`src/rtl/zr_pkg.sv`:
```
package zr_pkg;
  localparam int OP0_W = 2;
  localparam int OP1_W = 3;
  localparam int CRN_W = 4;
  localparam int CRM_W = 4;
  localparam int OP2_W = 3;
  localparam int LVL_W = 2;
  localparam int CLS_W = 6;

  localparam logic [LVL_W-1:0] LVL0 = 2'd0;
  localparam logic [LVL_W-1:0] LVL1 = 2'd1;
  localparam logic [LVL_W-1:0] LVL2 = 2'd2;

  typedef enum logic [1:0] {
    OUT_NONE  = 2'd0,
    OUT_EXEC  = 2'd1,
    OUT_TRAP  = 2'd2,
    OUT_UNDEF = 2'd3
  } zr_kind_e;

  typedef struct packed {
    logic [LVL_W-1:0] lvl;
    logic             l2_on;
    logic             l1_narrow;
    logic             l2_narrow;
    logic             l1_allow;
    logic             l2_allow;
    logic             host_mode;
    logic             guest_route;
    logic             l2_trap_zero;
  } zr_ctx_t;

  typedef struct packed {
    zr_kind_e         kind;
    logic [LVL_W-1:0] tlvl;
  } zr_result_t;
endpackage

```
`src/rtl/zr_decode.sv`:
```
module zr_decode
  import zr_pkg::*;
#(
  parameter logic [OP0_W-1:0] MATCH_OP0 = 2'b01,
  parameter logic [OP1_W-1:0] MATCH_OP1 = 3'b011,
  parameter logic [CRN_W-1:0] MATCH_CRN = 4'b0111,
  parameter logic [CRM_W-1:0] MATCH_CRM = 4'b0100,
  parameter logic [OP2_W-1:0] MATCH_OP2 = 3'b100
) (
  input  logic [OP0_W-1:0] op0,
  input  logic [OP1_W-1:0] op1,
  input  logic [CRN_W-1:0] crn,
  input  logic [CRM_W-1:0] crm,
  input  logic [OP2_W-1:0] op2,
  output logic             hit
);
  localparam int NFIELD = 5;
  logic [NFIELD-1:0] field_eq;

  always_comb begin
    field_eq[0] = (op0 == MATCH_OP0);
    field_eq[1] = (op1 == MATCH_OP1);
    field_eq[2] = (crn == MATCH_CRN);
    field_eq[3] = (crm == MATCH_CRM);
    field_eq[4] = (op2 == MATCH_OP2);
    hit         = &field_eq;
  end
endmodule

```
`src/rtl/zr_route.sv`:
```
module zr_route
  import zr_pkg::*;
(
  input  logic       hit,
  input  logic       feat_present,
  input  zr_ctx_t    ctx,
  output zr_result_t res
);
  logic l2_wide;
  logic pair_set;
  logic host_on;

  always_comb begin
    l2_wide  = ctx.l2_on && !ctx.l2_narrow;
    pair_set = ctx.host_mode && ctx.guest_route;
    host_on  = ctx.l2_on && pair_set;
  end

  always_comb begin
    res.kind = OUT_NONE;
    res.tlvl = '0;
    if (hit) begin
      if (!feat_present) begin
        res.kind = OUT_UNDEF;
      end else begin
        case (ctx.lvl)
          LVL0: begin
            if (!ctx.l1_narrow && !host_on && !ctx.l1_allow) begin
              res.kind = OUT_TRAP;
              res.tlvl = (l2_wide && ctx.guest_route) ? LVL2 : LVL1;
            end else if (l2_wide && !pair_set && ctx.l2_trap_zero) begin
              res.kind = OUT_TRAP;
              res.tlvl = LVL2;
            end else if (l2_wide && pair_set && !ctx.l2_allow) begin
              res.kind = OUT_TRAP;
              res.tlvl = LVL2;
            end else begin
              res.kind = OUT_EXEC;
            end
          end
          LVL1: begin
            if (l2_wide && ctx.l2_trap_zero) begin
              res.kind = OUT_TRAP;
              res.tlvl = LVL2;
            end else begin
              res.kind = OUT_EXEC;
            end
          end
          default: res.kind = OUT_EXEC;
        endcase
      end
    end
  end
endmodule

```
`src/rtl/zr_outreg.sv`:
```
module zr_outreg
  import zr_pkg::*;
#(
  parameter logic [CLS_W-1:0] TRAP_CLASS = 6'h18
) (
  input  logic             clk,
  input  logic             rst_n,
  input  logic             req_valid,
  input  zr_result_t       res,
  output logic             do_exec,
  output logic             do_trap,
  output logic [LVL_W-1:0] trap_lvl,
  output logic [CLS_W-1:0] trap_class,
  output logic             do_undef
);
  always_ff @(posedge clk) begin
    if (!rst_n) begin
      do_exec    <= 1'b0;
      do_trap    <= 1'b0;
      do_undef   <= 1'b0;
      trap_lvl   <= '0;
      trap_class <= '0;
    end else begin
      do_exec    <= req_valid && (res.kind == OUT_EXEC);
      do_trap    <= req_valid && (res.kind == OUT_TRAP);
      do_undef   <= req_valid && (res.kind == OUT_UNDEF);
      trap_lvl   <= (req_valid && res.kind == OUT_TRAP) ? res.tlvl : '0;
      trap_class <= (req_valid && res.kind == OUT_TRAP) ? TRAP_CLASS : '0;
    end
  end

  assert_idle_quiet_R3: assert property (@(posedge clk) disable iff (!rst_n)
    !req_valid |=> !(do_exec || do_trap || do_undef));

  assert_single_strobe_R3: assert property (@(posedge clk) disable iff (!rst_n)
    (req_valid && res.kind != OUT_NONE) |=> ($countones({do_exec, do_trap, do_undef}) == 1));

  assert_trap_fields_R9: assert property (@(posedge clk) disable iff (!rst_n)
    do_trap |-> (trap_class == TRAP_CLASS && (trap_lvl == LVL1 || trap_lvl == LVL2)));

  assert_quiet_fields_R9: assert property (@(posedge clk) disable iff (!rst_n)
    !do_trap |-> (trap_class == '0 && trap_lvl == '0));
endmodule

```
`src/rtl/zva_trap_router.sv`:
```
module zva_trap_router
  import zr_pkg::*;
#(
  parameter logic [CLS_W-1:0] TRAP_CLASS = 6'h18
) (
  input  logic             clk,
  input  logic             rst_n,
  input  logic             req_valid,
  input  logic [OP0_W-1:0] enc_op0,
  input  logic [OP1_W-1:0] enc_op1,
  input  logic [CRN_W-1:0] enc_crn,
  input  logic [CRM_W-1:0] enc_crm,
  input  logic [OP2_W-1:0] enc_op2,
  input  logic [LVL_W-1:0] cur_lvl,
  input  logic             tag_feat_present,
  input  logic             lvl2_enabled,
  input  logic             lvl1_is_32bit,
  input  logic             lvl2_is_32bit,
  input  logic             lvl1_zero_allow,
  input  logic             lvl2_zero_allow,
  input  logic             host_mode_en,
  input  logic             guest_route_lvl2,
  input  logic             lvl2_zero_trap,
  output logic             do_exec,
  output logic             do_trap,
  output logic [LVL_W-1:0] trap_lvl,
  output logic [CLS_W-1:0] trap_class,
  output logic             do_undef
);
  logic       hit;
  zr_ctx_t    ctx;
  zr_result_t res;

  always_comb begin
    ctx.lvl          = cur_lvl;
    ctx.l2_on        = lvl2_enabled;
    ctx.l1_narrow    = lvl1_is_32bit;
    ctx.l2_narrow    = lvl2_is_32bit;
    ctx.l1_allow     = lvl1_zero_allow;
    ctx.l2_allow     = lvl2_zero_allow;
    ctx.host_mode    = host_mode_en;
    ctx.guest_route  = guest_route_lvl2;
    ctx.l2_trap_zero = lvl2_zero_trap;
  end

  zr_decode u_decode (
    .op0 (enc_op0),
    .op1 (enc_op1),
    .crn (enc_crn),
    .crm (enc_crm),
    .op2 (enc_op2),
    .hit (hit)
  );

  zr_route u_route (
    .hit          (hit),
    .feat_present (tag_feat_present),
    .ctx          (ctx),
    .res          (res)
  );

  zr_outreg #(.TRAP_CLASS(TRAP_CLASS)) u_outreg (
    .clk        (clk),
    .rst_n      (rst_n),
    .req_valid  (req_valid),
    .res        (res),
    .do_exec    (do_exec),
    .do_trap    (do_trap),
    .trap_lvl   (trap_lvl),
    .trap_class (trap_class),
    .do_undef   (do_undef)
  );

  assert_foreign_quiet_R1: assert property (@(posedge clk) disable iff (!rst_n)
    (req_valid && !hit) |=> !(do_exec || do_trap || do_undef));

  assert_no_feat_undef_R2: assert property (@(posedge clk) disable iff (!rst_n)
    (req_valid && hit && !tag_feat_present) |=> do_undef);

  assert_lvl1_target_R7: assert property (@(posedge clk) disable iff (!rst_n)
    (req_valid && cur_lvl == LVL1) |=> !(do_trap && trap_lvl != LVL2));

  assert_high_lvl_exec_R8: assert property (@(posedge clk) disable iff (!rst_n)
    (req_valid && hit && tag_feat_present && cur_lvl[1]) |=> do_exec);
endmodule

```
`config.mk`:
```
export PLATFORM = sky130hd
export DESIGN_NAME = zva_trap_router
export DESIGN_NICKNAME = d
export VERILOG_FILES = /design/src/rtl/zr_pkg.sv /design/src/rtl/zr_decode.sv /design/src/rtl/zr_route.sv /design/src/rtl/zr_outreg.sv /design/src/rtl/zva_trap_router.sv
export SDC_FILE = /design/constraint.sdc
export NUM_CORES = 1
export LEC_CHECK = 0
export ABC_AREA = 0
export BUFFER_PORTS_ARGS = -buffer_cell sky130_fd_sc_hd__buf_4
export CORE_AREA = 5 5 42 44
export CTS_BUF_LIST = sky130_fd_sc_hd__clkbuf_4
export CTS_CLUSTER_DIAMETER = 150
export DETAILED_ROUTE_END_ITERATION = 8
export DIE_AREA = 0 0 47 49
export PLACE_DENSITY = 0.65
export SYNTH_ARGS = -nofsm -noshare
export SYNTH_HDL_FRONTEND = slang
export SYNTH_SLANG_ARGS = --single-unit
```
`constraint.sdc`:
```
create_clock -name clk -period 3.5 [get_ports clk]
set_clock_uncertainty 0.2 [all_clocks]
set_input_delay 0.175 -clock clk [delete_from_list [all_inputs] [get_ports clk]]
set_output_delay 0.175 -clock clk [all_outputs]
set_load 0.01 [all_outputs]
```
**Yosys cells after proc, flatten, opt, wreduce, memory -nomap -nowiden**

Cells that the tools add are included.

- Flip-flop bits (word level): 11
- Latch bits: 0
- RAM bits: 0
- Memory bits (read-only): 0
- Input port bits: 30
- Output and inout bits: 11
- Logic and storage cells: 50
- Memories kept: 0

- Add/sub/neg operators: 0
- Multipliers: 0
- Div/mod/pow operators: 0
- Order comparisons: 0
- Equal/unequal tests: 9
- Shifts and indexed selects: 0
- Mux-type cells: 13
- Bitwise gates (word level): 0
- Reduce and logical (&&, ||, !) cells: 23

Operator list:

| cell | count |
|---|---|
| 1-bit logical AND | 14 |
| 2-bit 2-to-1 mux | 7 |
| 4-bit 2-to-1 mux | 3 |
| 4-bit by 3-bit == test with 1-bit output (second input constant) | 2 |
| 2-bit case mux with 2 select lines | 2 |
| 8-bit AND reduction | 1 |
| 2-bit by 1-bit == test with 1-bit output (second input constant) | 3 |
| 1-bit logical NOT | 6 |
| 5-bit 2-to-1 mux | 1 |
| 5-bit AND reduction | 1 |
| 2-bit == test (second input constant) | 2 |
| 3-bit by 2-bit == test with 1-bit output (second input constant) | 1 |
| 3-bit == test (second input constant) | 1 |
| 2-bit logical NOT | 1 |

**Logic depth before layout (Yosys ltp)**

- Word-level depth: 13
- Depth in mapped cells: 4
- Mapped depth without buffers: 4

**Hierarchy**

From an unflattened synthesis, not the netlist that was laid out.

- Cells, all modules: 47
- Area total of the unflattened synthesis: 392.9 µm²

By module, submodules not included:

| module | instances | cells each | area an instance (µm²) | seq. area each (µm²) |
|---|---|---|---|---|
| zr_outreg | 1 | 19 | 187.7 | 100.1 |
| zr_route | 1 | 23 | 151.4 | 0.0 |
| zr_decode | 1 | 5 | 53.8 | 0.0 |

**Least setup slack after synthesis**

Ideal clock, no wire load.

- Path kind: input -> register
- Start: input enc_crm[1]
- End: register u_outreg.trap_lvl[0]
- Arrival time: 1.092 ns
- Data required time: 3.240 ns
- Path slack: 2.148 ns
- Cell stages on the path: 4
- Path buffers: 0
- Cell sequence: nor4b_2 nand4_2 a2111oi_4 and3_1

- Longest elaborated chain between the ends: 6

RTL lines:

| element | RTL line | text |
|---|---|---|
| from (decl) | zva_trap_router.sv:12 | `input logic [CRM_W-1:0] enc_crm,` |
| 4-bit by 3-bit == test with 1-bit output * | zr_decode.sv:24 | `field_eq[3] = (crm == MATCH_CRM);` |
| 5-bit AND reduction | zr_decode.sv:26 | `hit = &field_eq;` |
| 4-bit 2-to-1 mux | zr_route.sv:22 | `if (hit) begin` |
| 2-bit == test | zr_outreg.sv:27 | `trap_lvl <= (req_valid && res.kind == OUT_TRAP) ? res.tlvl : '0;` |
| 1-bit logical AND | zr_outreg.sv:27 |  |
| 8-bit AND reduction (no source line) * | -- |  |
| to (signal assigned) | zr_outreg.sv:27 |  |
| to (decl) | zr_outreg.sv:12 | `output logic [LVL_W-1:0] trap_lvl,` |

Every way passes the cells marked *; elsewhere a longest branch is shown, timed or not.
A chain may end at the register's enable or synchronous reset.

**Worst setup path in the final report**

- Start: input tag_feat_present
- End: register u_outreg.trap_lvl[0]

- Longest elaborated chain between the ends: 5

RTL lines:

| element | RTL line | text |
|---|---|---|
| from (decl) | zva_trap_router.sv:15 | `input logic tag_feat_present,` |
| 2-bit 2-to-1 mux | zr_route.sv:23 | `if (!feat_present) begin` |
| 4-bit 2-to-1 mux | zr_route.sv:22 |  |
| 2-bit == test | zr_outreg.sv:27 |  |
| 1-bit logical AND | zr_outreg.sv:27 |  |
| 8-bit AND reduction (no source line) * | -- |  |

Marks and branches as above.

==> flow_summary.ini <==
[die]
core-area_mm2 = 0.001401
die-area_mm2 = 0.002303
die_y_um = 49
initial_core_util_pct = 24.55
die_w_um = 47
core.rowCount = 14
pin_count = 41

[clock_network]
clkTransAtPathRegs_ns = 0.04
cts_buffers = 3
root_buffer = clkbuf_4
cts_setup_buffers = 0
htreeDepth = 1
clock_sinks = 5
cts.repair.resized = 0
cts_tree = built
hold_buffers = 1
cts_buffer_depth = 2

[global_routing]
grt.busiest_layer = met2
grt_use_total_pct = 9.430
grt_pass1_vias = 438
grt_pass1_wl_mm = 1.587
use_met3_pct = 2.214
gr-usage-met1_pct = 8.991
overflow = 0
grt_max_degree = 5
antenna_found_initial = 0
grtUsageMet2_pct = 16.97

[final_layout]
insertedDiodeCount = 0
final_core_util_pct = 45.71
drive_gt1_share_pct = 57.33
layout_common_cells = 36 x buf_4, 5 x dfxtp_1, 4 x conb_1, 4 x clkbuf_4, 3 x nor2_1
layout_commonest_cell = buf_4
nets = 106
area_growth_pct = 86.18

[sta]
max_freq_mhz = 698.7
tns_ns = 0
hold_violations = 0
setup_viol = 0
rsz0062_at_grt = no
fin_crit_sh_pct = 40.89
min_period_ns = 1.431
slew_violations = 0

[placed_design]
hpwlAfterDp_um = 908.6
port_buffers = 36
gp_congestion = 0.7032

[synth]
synth_fa_ha_area_share_pct = 0
synth-simple-area-share_pct = 41.45
syn-instance-count = 37
synthDistinctLibCells = 24
yosysWarnings = 0
yosysSeqAreaShare_pct = 29.09
synth_compound_area_share_pct = 14.18
synth_area_per_cell_um2 = 9.299
synth_top_family_by_area = simple AND/OR/NAND/NOR gates
synth_area_um2 = 344.1
yosys-mux-area-fraction_pct = 0
synth_seq_cells = 5
synth_xor_area_share_pct = 0

[setup_path]
arrival_ns = 1.41
critical_path_class = in -> reg
startpoint_type = primary input
crit_fanout = 3
endpoint = u_outreg.trap_lvl[0]$_SDFF_PN0_
crit_required_ns = 3.48
endpoint_kind = flip-flop
crit_start = tag_feat_present

[worst_hold_path]
hp-class = in -> reg
hold_depth = 3
hp-start = cur_lvl[1]

[routing]
drc = 0
ant_nets = 0
dr.pass1.iters = 4
avgRoutedWirePerCell_um = 10.99
viasPerCell = 4.527
totalWireLength_mm = 1.000
vias = 412
drtIter0Drc = 5

[power_and_ir_drop]
peakVddDrop_mv = 0.07006
combPwrFrac_pct = 22.9
p_sw_mw = 0.03434
clock_power_share_pct = 43.0
leakage_nw = 0.3253
p_per_area_mw_per_mm2 = 261.8
power_frac_seq_pct = 34.1
swShare_pct = 20.47
power.internal_mw = 0.1334

[outcome]
status = complete, no violations

[flow_run]
drv_cap = 0
-- state kept, by name, indices dropped and copies added, names as in the netlist --
signal / count
u_outreg.trap_class: 1
u_outreg.trap_lvl: 2
u_outreg.do_exec: 1
u_outreg.do_undef: 1
-- critical path, stage by stage --
cell,delay (ns)
dlygate4sd3_1,0.53
buf_4,0.11
inv_1,0.06
a2111oi_4,0.35
and3_1,0.20
-- cells by family after synthesis --
family	count (synthesis)
compound gates	4
buf+inv	7
flops	5
other cells	1
simple gates	20
-- synth_stat cells, drive strengths merged --
cell type | n | area share, %
a2111oi | 1 | 8.0
a21oi | 1 | 1.5
a311oi | 1 | 2.5
and2 | 1 | 1.8
and3 | 1 | 1.8
and3b | 1 | 2.5
and4b | 1 | 2.9
buf | 6 | 13
conb | 1 | 1.1
dfxtp | 5 | 29
inv | 1 | 1.1
nand2 | 1 | 1.1
nand2b | 1 | 1.8
nand3 | 2 | 2.9
nand4 | 2 | 5.5
nand4b | 2 | 5.1
nor2 | 3 | 3.3
nor3 | 1 | 1.5
nor3b | 1 | 2.2
nor4 | 1 | 1.8
nor4b | 1 | 4.4
nor4bb | 1 | 2.9
o211ai | 1 | 2.2
-- through the flow --
stage	hold slack, ns	setup WS (ns)	instances	cell area (um^2)	total power, mW
after detailed placement	0.1561	1.925	86	600.6	0.09585
after global placement	0.1596	1.986	86	600.6	0.09511
after CTS	0.04032	2.076	91	640.6	0.1720
after floorplan	0.05431	2.148	40	355.3	0.07075
after global routing	0.06268	1.992	91	640.6	0.1780
final	0.04909	2.069	91	640.6	0.1677
-- cell type report --
type | count | area (um^2)
Multi-Input combinational cell | 28 | 206.4
Inverter | 1 | 3.754
Sequential cell | 5 | 100.1
Timing Repair Buffer | 37 | 280.3
Fill cell | 156 | 760.7
Tap cell | 16 | 20.02
Clock buffer | 4 | 30.03
-- metal layers --
metal / vias to the layer above / share of wire (%)
li1: 205 / -
met3: 2 / 14
met1: 180 / 32
met4: 0 / 0.60
met2: 25 / 53
met5: - / 0
-- how the worst min path moves through the flow --
stage,end,slack [ns]
global placement,u_outreg.do_undef$_SDFF_PN0_,0.16
global route,u_outreg.trap_lvl[0]$_SDFF_PN0_,0.06
finish,u_outreg.trap_lvl[0]$_SDFF_PN0_,0.05
detailed placement,u_outreg.do_undef$_SDFF_PN0_,0.16
floorplan,u_outreg.do_undef$_SDFF_PN0_,0.05
CTS,u_outreg.trap_lvl[0]$_SDFF_PN0_,0.04
-- power by group through the flow --
| stage | clock network, mW | logic [mW] | registers, mW |
|---|---|---|---|
| 2_1_floorplan | 0 | 0.0126 | 0.0582 |
| 3_3_place_gp | 0 | 0.0369 | 0.0582 |
| 3_5_place_dp | 0 | 0.0377 | 0.0582 |
| 4_1_cts | 0.0761 | 0.0387 | 0.0572 |
| 5_1_grt | 0.0787 | 0.0422 | 0.0571 |
| 6_report | 0.0721 | 0.0384 | 0.0572 |
(Power assumes the default switching activity.)
